===== src/rtl/systimer_pkg.sv =====
package systimer_pkg;
   localparam int ADDR_COUNT   = 0;
   localparam int ADDR_OFFSET  = 1;
   localparam int ADDR_CH_BASE = 2;
   localparam int CTL_EN_BIT   = 0;
   localparam int CTL_MASK_BIT = 1;
   localparam int CTL_STAT_BIT = 2;

   typedef enum logic {
      CH_PHYS = 1'b0,
      CH_VIRT = 1'b1
   } ch_kind_e;

   function automatic int cmp_addr(input int ch);
      return ADDR_CH_BASE + 2 * ch;
   endfunction

   function automatic int ctl_addr(input int ch);
      return ADDR_CH_BASE + 2 * ch + 1;
   endfunction
endpackage


===== src/rtl/systimer_counter.sv =====
module systimer_counter #(
   parameter int CNT_W    = 64,
   parameter int PRESCALE = 1
) (
   input  logic             clk_i,
   input  logic             rst_ni,
   output logic [CNT_W-1:0] cnt_o
);
   logic             tick_w;
   logic [CNT_W-1:0] cnt_q;

   generate
      if (PRESCALE == 1) begin : g_direct
         assign tick_w = 1'b1;
      end else begin : g_divided
         localparam int DIV_W = $clog2(PRESCALE);
         logic [DIV_W-1:0] div_q;
         assign tick_w = (div_q == DIV_W'(PRESCALE - 1));
         always_ff @(posedge clk_i) begin
            if (!rst_ni)     div_q <= '0;
            else if (tick_w) div_q <= '0;
            else             div_q <= div_q + 1'b1;
         end
      end
   endgenerate

   always_ff @(posedge clk_i) begin
      if (!rst_ni)     cnt_q <= '0;
      else if (tick_w) cnt_q <= cnt_q + 1'b1;
   end

   assign cnt_o = cnt_q;


   cnt_step_chk: assert property (@(posedge clk_i) disable iff (!rst_ni)
      tick_w |=> cnt_q == $past(cnt_q) + CNT_W'(1));


   cnt_hold_chk: assert property (@(posedge clk_i) disable iff (!rst_ni)
      !tick_w |=> $stable(cnt_q));
endmodule


===== src/rtl/systimer_channel.sv =====
module systimer_channel #(
   parameter int CNT_W = 64
) (
   input  logic             clk_i,
   input  logic             rst_ni,
   input  logic [CNT_W-1:0] sel_cnt_i,
   input  logic             base_chg_i,
   input  logic             wr_cmp_i,
   input  logic             wr_ctl_i,
   input  logic [CNT_W-1:0] wr_data_i,
   output logic [CNT_W-1:0] cmp_o,
   output logic             en_o,
   output logic             mask_o,
   output logic             status_o,
   output logic             irq_o
);
   import systimer_pkg::*;

   logic [CNT_W-1:0] cmp_q;
   logic             en_q;
   logic             mask_q;

   always_ff @(posedge clk_i) begin
      if (!rst_ni) begin
         cmp_q  <= '0;
         en_q   <= 1'b0;
         mask_q <= 1'b0;
      end else begin
         if (wr_cmp_i) cmp_q <= wr_data_i;
         if (wr_ctl_i) begin
            en_q   <= wr_data_i[CTL_EN_BIT];
            mask_q <= wr_data_i[CTL_MASK_BIT];
         end
      end
   end

   assign status_o = en_q && (sel_cnt_i >= cmp_q);
   assign irq_o    = status_o && !mask_q;
   assign cmp_o    = cmp_q;
   assign en_o     = en_q;
   assign mask_o   = mask_q;


   past_fire_chk: assert property (@(posedge clk_i) disable iff (!rst_ni)
      (wr_cmp_i && !wr_ctl_i && !base_chg_i && en_q && !mask_q &&
       wr_data_i <= sel_cnt_i && sel_cnt_i != '1) |=> irq_o);


   level_hold_chk: assert property (@(posedge clk_i) disable iff (!rst_ni)
      (irq_o && !wr_cmp_i && !wr_ctl_i && !base_chg_i && sel_cnt_i != '1) |=> irq_o);


   status_drop_chk: assert property (@(posedge clk_i) disable iff (!rst_ni)
      $fell(status_o) |-> $past(wr_cmp_i || wr_ctl_i || base_chg_i || sel_cnt_i == '1));
endmodule


===== src/rtl/systimer_bank.sv =====
module systimer_bank #(
   parameter int N_CORES  = 2,
   parameter int CNT_W    = 64,
   parameter int PRESCALE = 1,
   parameter int ADDR_W   = 4
) (
   input  logic                   clk_i,
   input  logic                   rst_ni,
   input  logic                   wr_en_i,
   input  logic [ADDR_W-1:0]      wr_addr_i,
   input  logic [CNT_W-1:0]       wr_data_i,
   input  logic [ADDR_W-1:0]      rd_addr_i,
   output logic [CNT_W-1:0]       rd_data_o,
   output logic [2*N_CORES-1:0]   irq_o
);
   import systimer_pkg::*;

   localparam int NCH    = 2 * N_CORES;
   localparam int N_REGS = ADDR_CH_BASE + 2 * NCH;

   if (N_CORES < 1)           begin : g_bad_cores  $error("N_CORES must be at least 1"); end
   if (CNT_W < 3)             begin : g_bad_width  $error("CNT_W must be at least 3"); end
   if (PRESCALE < 1)          begin : g_bad_pre    $error("PRESCALE must be at least 1"); end
   if (N_REGS > (1 << ADDR_W)) begin : g_bad_addr   $error("ADDR_W too small for register map"); end

   logic [CNT_W-1:0] cnt_w;
   logic [CNT_W-1:0] off_q;
   logic [CNT_W-1:0] virt_cnt_w;
   logic             off_wr_w;

   logic [CNT_W-1:0] cmp_w [NCH];
   logic [NCH-1:0]   en_w;
   logic [NCH-1:0]   mask_w;
   logic [NCH-1:0]   status_w;

   systimer_counter #(.CNT_W(CNT_W), .PRESCALE(PRESCALE)) u_counter (
      .clk_i  (clk_i),
      .rst_ni (rst_ni),
      .cnt_o  (cnt_w)
   );

   assign off_wr_w = wr_en_i && (wr_addr_i == ADDR_W'(ADDR_OFFSET));

   always_ff @(posedge clk_i) begin
      if (!rst_ni)       off_q <= '0;
      else if (off_wr_w) off_q <= wr_data_i;
   end

   assign virt_cnt_w = cnt_w - off_q;

   generate
      for (genvar c = 0; c < NCH; c++) begin : g_ch
         localparam ch_kind_e KIND = ch_kind_e'(c % 2);
         logic [CNT_W-1:0] sel_w;
         logic             chg_w;
         if (KIND == CH_VIRT) begin : g_virt
            assign sel_w = virt_cnt_w;
            assign chg_w = off_wr_w;
         end else begin : g_phys
            assign sel_w = cnt_w;
            assign chg_w = 1'b0;
         end
         systimer_channel #(.CNT_W(CNT_W)) u_chan (
            .clk_i      (clk_i),
            .rst_ni     (rst_ni),
            .sel_cnt_i  (sel_w),
            .base_chg_i (chg_w),
            .wr_cmp_i   (wr_en_i && (wr_addr_i == ADDR_W'(cmp_addr(c)))),
            .wr_ctl_i   (wr_en_i && (wr_addr_i == ADDR_W'(ctl_addr(c)))),
            .wr_data_i  (wr_data_i),
            .cmp_o      (cmp_w[c]),
            .en_o       (en_w[c]),
            .mask_o     (mask_w[c]),
            .status_o   (status_w[c]),
            .irq_o      (irq_o[c])
         );
      end
   endgenerate

   always_comb begin
      rd_data_o = '0;
      if (rd_addr_i == ADDR_W'(ADDR_COUNT))  rd_data_o = cnt_w;
      if (rd_addr_i == ADDR_W'(ADDR_OFFSET)) rd_data_o = off_q;
      for (int c = 0; c < NCH; c++) begin
         if (rd_addr_i == ADDR_W'(cmp_addr(c))) rd_data_o = cmp_w[c];
         if (rd_addr_i == ADDR_W'(ctl_addr(c)))
            rd_data_o = CNT_W'({status_w[c], mask_w[c], en_w[c]});
      end
   end
endmodule


===== config.mk =====
export PLATFORM = sky130hd
export DESIGN_NAME = systimer_bank
export DESIGN_NICKNAME = d
export VERILOG_FILES = /design/src/rtl/systimer_pkg.sv /design/src/rtl/systimer_counter.sv /design/src/rtl/systimer_channel.sv /design/src/rtl/systimer_bank.sv
export SDC_FILE = /design/constraint.sdc
export NUM_CORES = 1
export LEC_CHECK = 0
export ABC_AREA = 1
export BUFFER_PORTS_ARGS = -buffer_cell sky130_fd_sc_hd__buf_2
export CAP_MARGIN = 10
export CORE_AREA = 5 5 260 262
export DETAILED_ROUTE_END_ITERATION = 8
export DIE_AREA = 0 0 265 267
export PLACE_DENSITY = 0.72
export SLEW_MARGIN = 0
export SYNTH_ARGS = -nofsm -noshare
export SYNTH_HDL_FRONTEND = slang
export SYNTH_HIERARCHICAL = 1
export SYNTH_SLANG_ARGS = --single-unit

===== constraint.sdc =====
create_clock -name clk_i -period 8.9 [get_ports clk_i]
set_clock_uncertainty 0.15 [all_clocks]
set_input_delay 0.89 -clock clk_i [delete_from_list [all_inputs] [get_ports clk_i]]
set_output_delay 0.89 -clock clk_i [all_outputs]
set_load 0.03 [all_outputs]

; Word-level counts from Yosys, hierarchy flattened
; Cells that the tools add are included.
; W data, S select, Z words.
[word_totals]
register_bits = 392
out_inout_bits = 68
wordCells = 70
[op_classes]
add_sub_neg = 2
n_lt_le_gt_ge = 4
eq_ne = 18
muxes = 10
n_reduce_logical = 22
[op_table]
columns = operator, n
row1 = $mux W64, 10
row2 = $ge A64 B64 Y1, 4
row3 = $add A64 B1 Y64 const B, 1
row4 = $sub A64 B64 Y64, 1
row5 = $eq A4 B3 Y1 const B, 8
row6 = $logic_and A1 B1 Y1, 17
row7 = $eq A4 B2 Y1 const B, 4
row8 = $eq A4 B4 Y1 const B, 4
row9 = $eq A4 B1 Y1 const B, 2
row10 = $logic_not A1 Y1, 4
row11 = $logic_not A4 Y1, 1

; Depth between registers and ports, before layout
[logic_depth]
depth_word = 11
depth_mapped = 30

; Cells and area by module
; The synthesis kept the hierarchy.
[modules_own_cells]
columns = module, n_inst, cells_each, area_each_um2, seq_area_each_um2
row1 = systimer_channel, 4, 511, 3851.2, 1321.3
row2 = systimer_bank, 1, 2108, 10890.4, 1281.2
row3 = systimer_counter, 1, 639, 3862.5, 1281.2

; Worst setup path after synthesis
; OpenSTA, ideal clock, no wires.
[synth_path]
kind = flip-flop to output port
start = reg u_counter.cnt_q[0] (netlist: u_counter/cnt_o[0])
end = out rd_data_o[2]
arrival_ps = 3347
t_required_ps = 7860
path_slack_ps = 4513
stages_incl_launch_ff = 28
path_buffers = 0
cell_sequence = dfxtp_1 inv_1 ha_1 fa_1 inv_1 nand3_1 nand2_1 nand2_1 nand2_1 nand2_1 nand3_2 nand2_1 nand4_1 nand2_1 ha_1 nand2_1 nor2_1 nand4_1 inv_1 nand2_1 nand2_1 a21oi_2 nand2_1 nand2_2 inv_1 o221a_2 nand2_1 nand4_1
[synth_via]
word_cells_on_any_way = 16
classes_between = add/sub: 1 / order compare: 4 / mux: 7 / reduce/logical: 4
[synth_lines]
columns = item, line_no
row1 = from (decl), systimer_counter.sv:10  ; logic [CNT_W-1:0] cnt_q;
row2 = from (signal assigned), systimer_counter.sv:29  ; else if (tick_w) cnt_q <= cnt_q + 1'b1;
row3 = $sub A64 B64 Y64, systimer_bank.sv:49  ; assign virt_cnt_w = cnt_w - off_q;
row4 = via g_ch[1].sel_w[56], systimer_bank.sv:54  ; logic [CNT_W-1:0] sel_w;
row5 = $ge A64 B64 Y1, systimer_channel.sv:37  ; assign status_o = en_q && (sel_cnt_i >= cmp_q);
row6 = $logic_and A1 B1 Y1, systimer_channel.sv:37
row7 = via status_w[1], systimer_bank.sv:34  ; logic [NCH-1:0] status_w;
row8 = $mux W64, systimer_bank.sv:86  ; if (rd_addr_i == ADDR_W'(ctl_addr(c)))
row9 = $mux W64, systimer_bank.sv:85  ; if (rd_addr_i == ADDR_W'(cmp_addr(c))) rd_data_o = cmp_w[c];
row10 = $mux W64, systimer_bank.sv:86
row11 = $mux W64, systimer_bank.sv:85
row12 = $mux W64, systimer_bank.sv:86
row13 = to (decl), systimer_bank.sv:13  ; output logic [CNT_W-1:0] rd_data_o,
; The timed path passes the listed nets, and every way through them passes these cells.

; Final worst setup path
[layout_path]
start = reg u_counter.cnt_q[28] (netlist: u_counter/cnt_o[28])
end = out rd_data_o[2]
; Same word-level chain as after synthesis.

==> reports/metrics.yaml <==
run_status:
  status: "complete, no violations"
power:
  pwr-share-comb_pct: 24.3
  p_int_mw: 3.318
  clkPwrFrac_pct: 39.4
  switching_power_mw: 1.662
  p_sw_share_pct: 33.37
  p_leak_nw: 15.45
  seq_power_share_pct: 36.3
  p_per_area_nw_per_um2: 150.6
  vdd_drop_max_mv: 0.1790
timing:
  hold_viol_final: 0
  fin_setup_tns_ns: 0
  period_needed_ns: 5.971
  setup_viol: 0
  post-route-period-util_pct: 67.09
  rsz0062_at_grt: "no"
  max_freq_mhz: 167.5
  slew-limit-headroom_pct: 27.88
  tightestPinTransition_ns: 1.082
  drv_slew: 0
clock_network:
  cts_num_sinks: 392
  clock_latency_ns: 0.60
  cts_setup_buffers: 0
  cts_hold_buf: 0
  cts_root_buffer: "clkbuf_16"
  clock_path_buffers: 3
  cts_buffers: 46
  clk_pin_slew_ns: 0.06
  cts_tree: "done"
  htreeDepth: 2
  ctsResizeCount: 0
critical_path:
  cp.depth: 23
  cp.required_ns: 7.86
  startpoint: "u_counter/cnt_o[28]"
  arrival_ns: 4.93
  crit_family: "simple AND/OR/NAND/NOR gates"
  critPathCaptureType: "primary output"
  r2r_cells: 9
  path_cells: "ha_1 > nand2_1 > nor2_1 > nand2_1 > nor2_2 > nand2_2 > nand2_4 > xor2_1 > ha_1 > nand2_2 > nor2_1 > nor2_1 > nand3_1 > nor2_2 > nand2_1 > nand2_1 > nand2_1 > nand2_2 > inv_1 > o221a_2 > nand2_1 > nand4_1 > buf_2"
  r2r-end: "u_counter/cnt_o[54]"
  cp_slowest_stage_delay_ns: 0.44
  critPathBufInv: 2
  cp-endpoint: "rd_data_o[2]"
  r2r_setup_slack_ns: 6.35
  startpoint_type: "flop"
  cpMostUsedCell: "nand2_1"
  cpMaxStageDelayCell: "ha_1"
  crit_fanout: 8
  path_class: "flop to primary output"
  reg2reg_from: "u_counter/cnt_o[43]"
global_route:
  grt_max_degree: 104
  grt_pass1_vias: 28760
  grt_util_all_layers_pct: 29.00
  globalRouteOverflowTotal: 0
  antenna_found_initial: 2
  grt_pass1_wl_mm: 163.8
cells_and_area:
  drive_gt1_share_pct: 9.015
  syn_to_final_growth_pct: 9.697
  n_fill_cell: 6750
  fin_util_pct: 50.77
  nets: 5251
floorplanning:
  initial_core_util_pct: 46.28
  die_width_um: 265
  core_um2: 65160
  die-area_um2: 70760
  die_h_um: 267
  ios: 143
  row_count: 94
synthesis:
  syn-instance-count: 4790
  yosys_warnings: 6
  synth_nets: 5186
  syn_area_per_cell_um2: 6.295
  syn_area_um2: 30150
drt:
  wl_per_cell_um: 18.63
  routed_via_density: 5.450
  drc: 0
  vias: 31370
  postRouteAntennaNets: 0
  dr.pass1.iters: 6
  drt_wl_total_mm: 107.3
  drt-initial-drc-count: 2751
placed_design:
  dpl.hpwl_mm: 82.97
  place.gp.congestion: 1.115
  port_buffers: 142
run:
  maxCapViolCount: 0
hold_path:
  hold_class: "flop to flop"
## routing by layer
metal	track usage, %	wire [um]	up-vias
met1	38.37	46270	14370
li1	-	-	15570
met2	48.32	48760	1195
met5	0	13	-
met4	10.63	4284	2
met3	4.259	7948	234
## stage by stage
| step | total power [mW] | std cells | setup slack [ns] | hold slack (ns) | area, um^2 |
|---|---|---|---|---|---|
| 2_1_floorplan | 2.644 | 4790 | 4.513 | 0.2970 | 30150 |
| 3_3_place_gp | 3.005 | 5671 | 3.682 | 0.3142 | 31510 |
| 3_5_place_dp | 3.021 | 5671 | 3.662 | 0.3205 | 31510 |
| 4_1_cts | 4.977 | 5756 | 3.010 | 0.3296 | 33080 |
| 5_1_grt | 5.212 | 5757 | 2.684 | 0.3470 | 33080 |
| 6_report | 4.980 | 5757 | 2.929 | 0.3286 | 33080 |
## layout by cell type (no fill, tap or decap), drive strengths merged
master	count
nand2	1299
inv	778
a21oi	565
o21ai	432
nor2	426
dfxtp	392
ha	320
nand3	174
buf	166
nand4	113
clkbuf	68
xor2	37
o21bai	22
clkinv	18
o21a	16
nor3	16
nor4	11
and3	8
a21o	8
or2	4
and2	3
xnor2	3
clkinvlp	3
nand3b	3
o221a	2
bufinv	2
diode	1
o22ai	1
fa	1
nor2b	1
## worst reg2reg max path, stage by stage (launching register included)
cell     delay [ns]
dfxtp_1        0.65
nand2_1        0.15
nor2_1         0.27
nand2_1        0.11
nor2_1         0.23
nand2_1        0.10
nor2_1         0.54
nand2_1        0.11
nand2_1        0.08
nor2_1         0.04
## power groups by stage
stage	clock network [mW]	logic (mW)	registers [mW]
floorplan	0	0.804	1.84
global placement	0	1.16	1.84
detailed placement	0	1.18	1.84
CTS	1.99	1.19	1.81
global route	2.06	1.34	1.81
finish	1.96	1.21	1.81
## flip-flops by register name, summed over array words and instances (netlist names)
register and flops:
u_counter/cnt_o 64, off_q 64, g_ch.u_chan/mask_o 4, g_ch.u_chan/en_o 4, g_ch.u_chan/cmp_o 256
## worst min-delay path by stage
stage / startpoint / to / slack (ns) / depth (start not counted)
final: off_q[56] / off_q[56] / 0.33 / 2
after global routing: g_ch[2].u_chan/cmp_o[60] / g_ch[2].u_chan/cmp_o[60] / 0.35 / 2
after CTS: g_ch[2].u_chan/cmp_o[60] / g_ch[2].u_chan/cmp_o[60] / 0.33 / 2
after detailed placement: g_ch[2].u_chan/cmp_o[60] / g_ch[2].u_chan/cmp_o[60] / 0.32 / 2
after global placement: g_ch[2].u_chan/cmp_o[63] / g_ch[2].u_chan/cmp_o[63] / 0.31 / 2
after floorplan: g_ch[1].u_chan/cmp_o[63] / g_ch[1].u_chan/cmp_o[63] / 0.30 / 2
## cell type report
type	instances	area [um^2]	share of cell area, %
Antenna cell	1	2.502	0.007565
Clock buffer	67	1390	4.202
Clock inverter	18	176.4	0.5333
Inverter	783	2948	8.912
Multi-Input combinational cell	3465	18730	56.61
Sequential cell	392	7848	23.72
Tap cell	864	1081	3.268
Timing Repair Buffer	167	907.1	2.742
No activity file was read; power rests on OpenSTA's default activity.
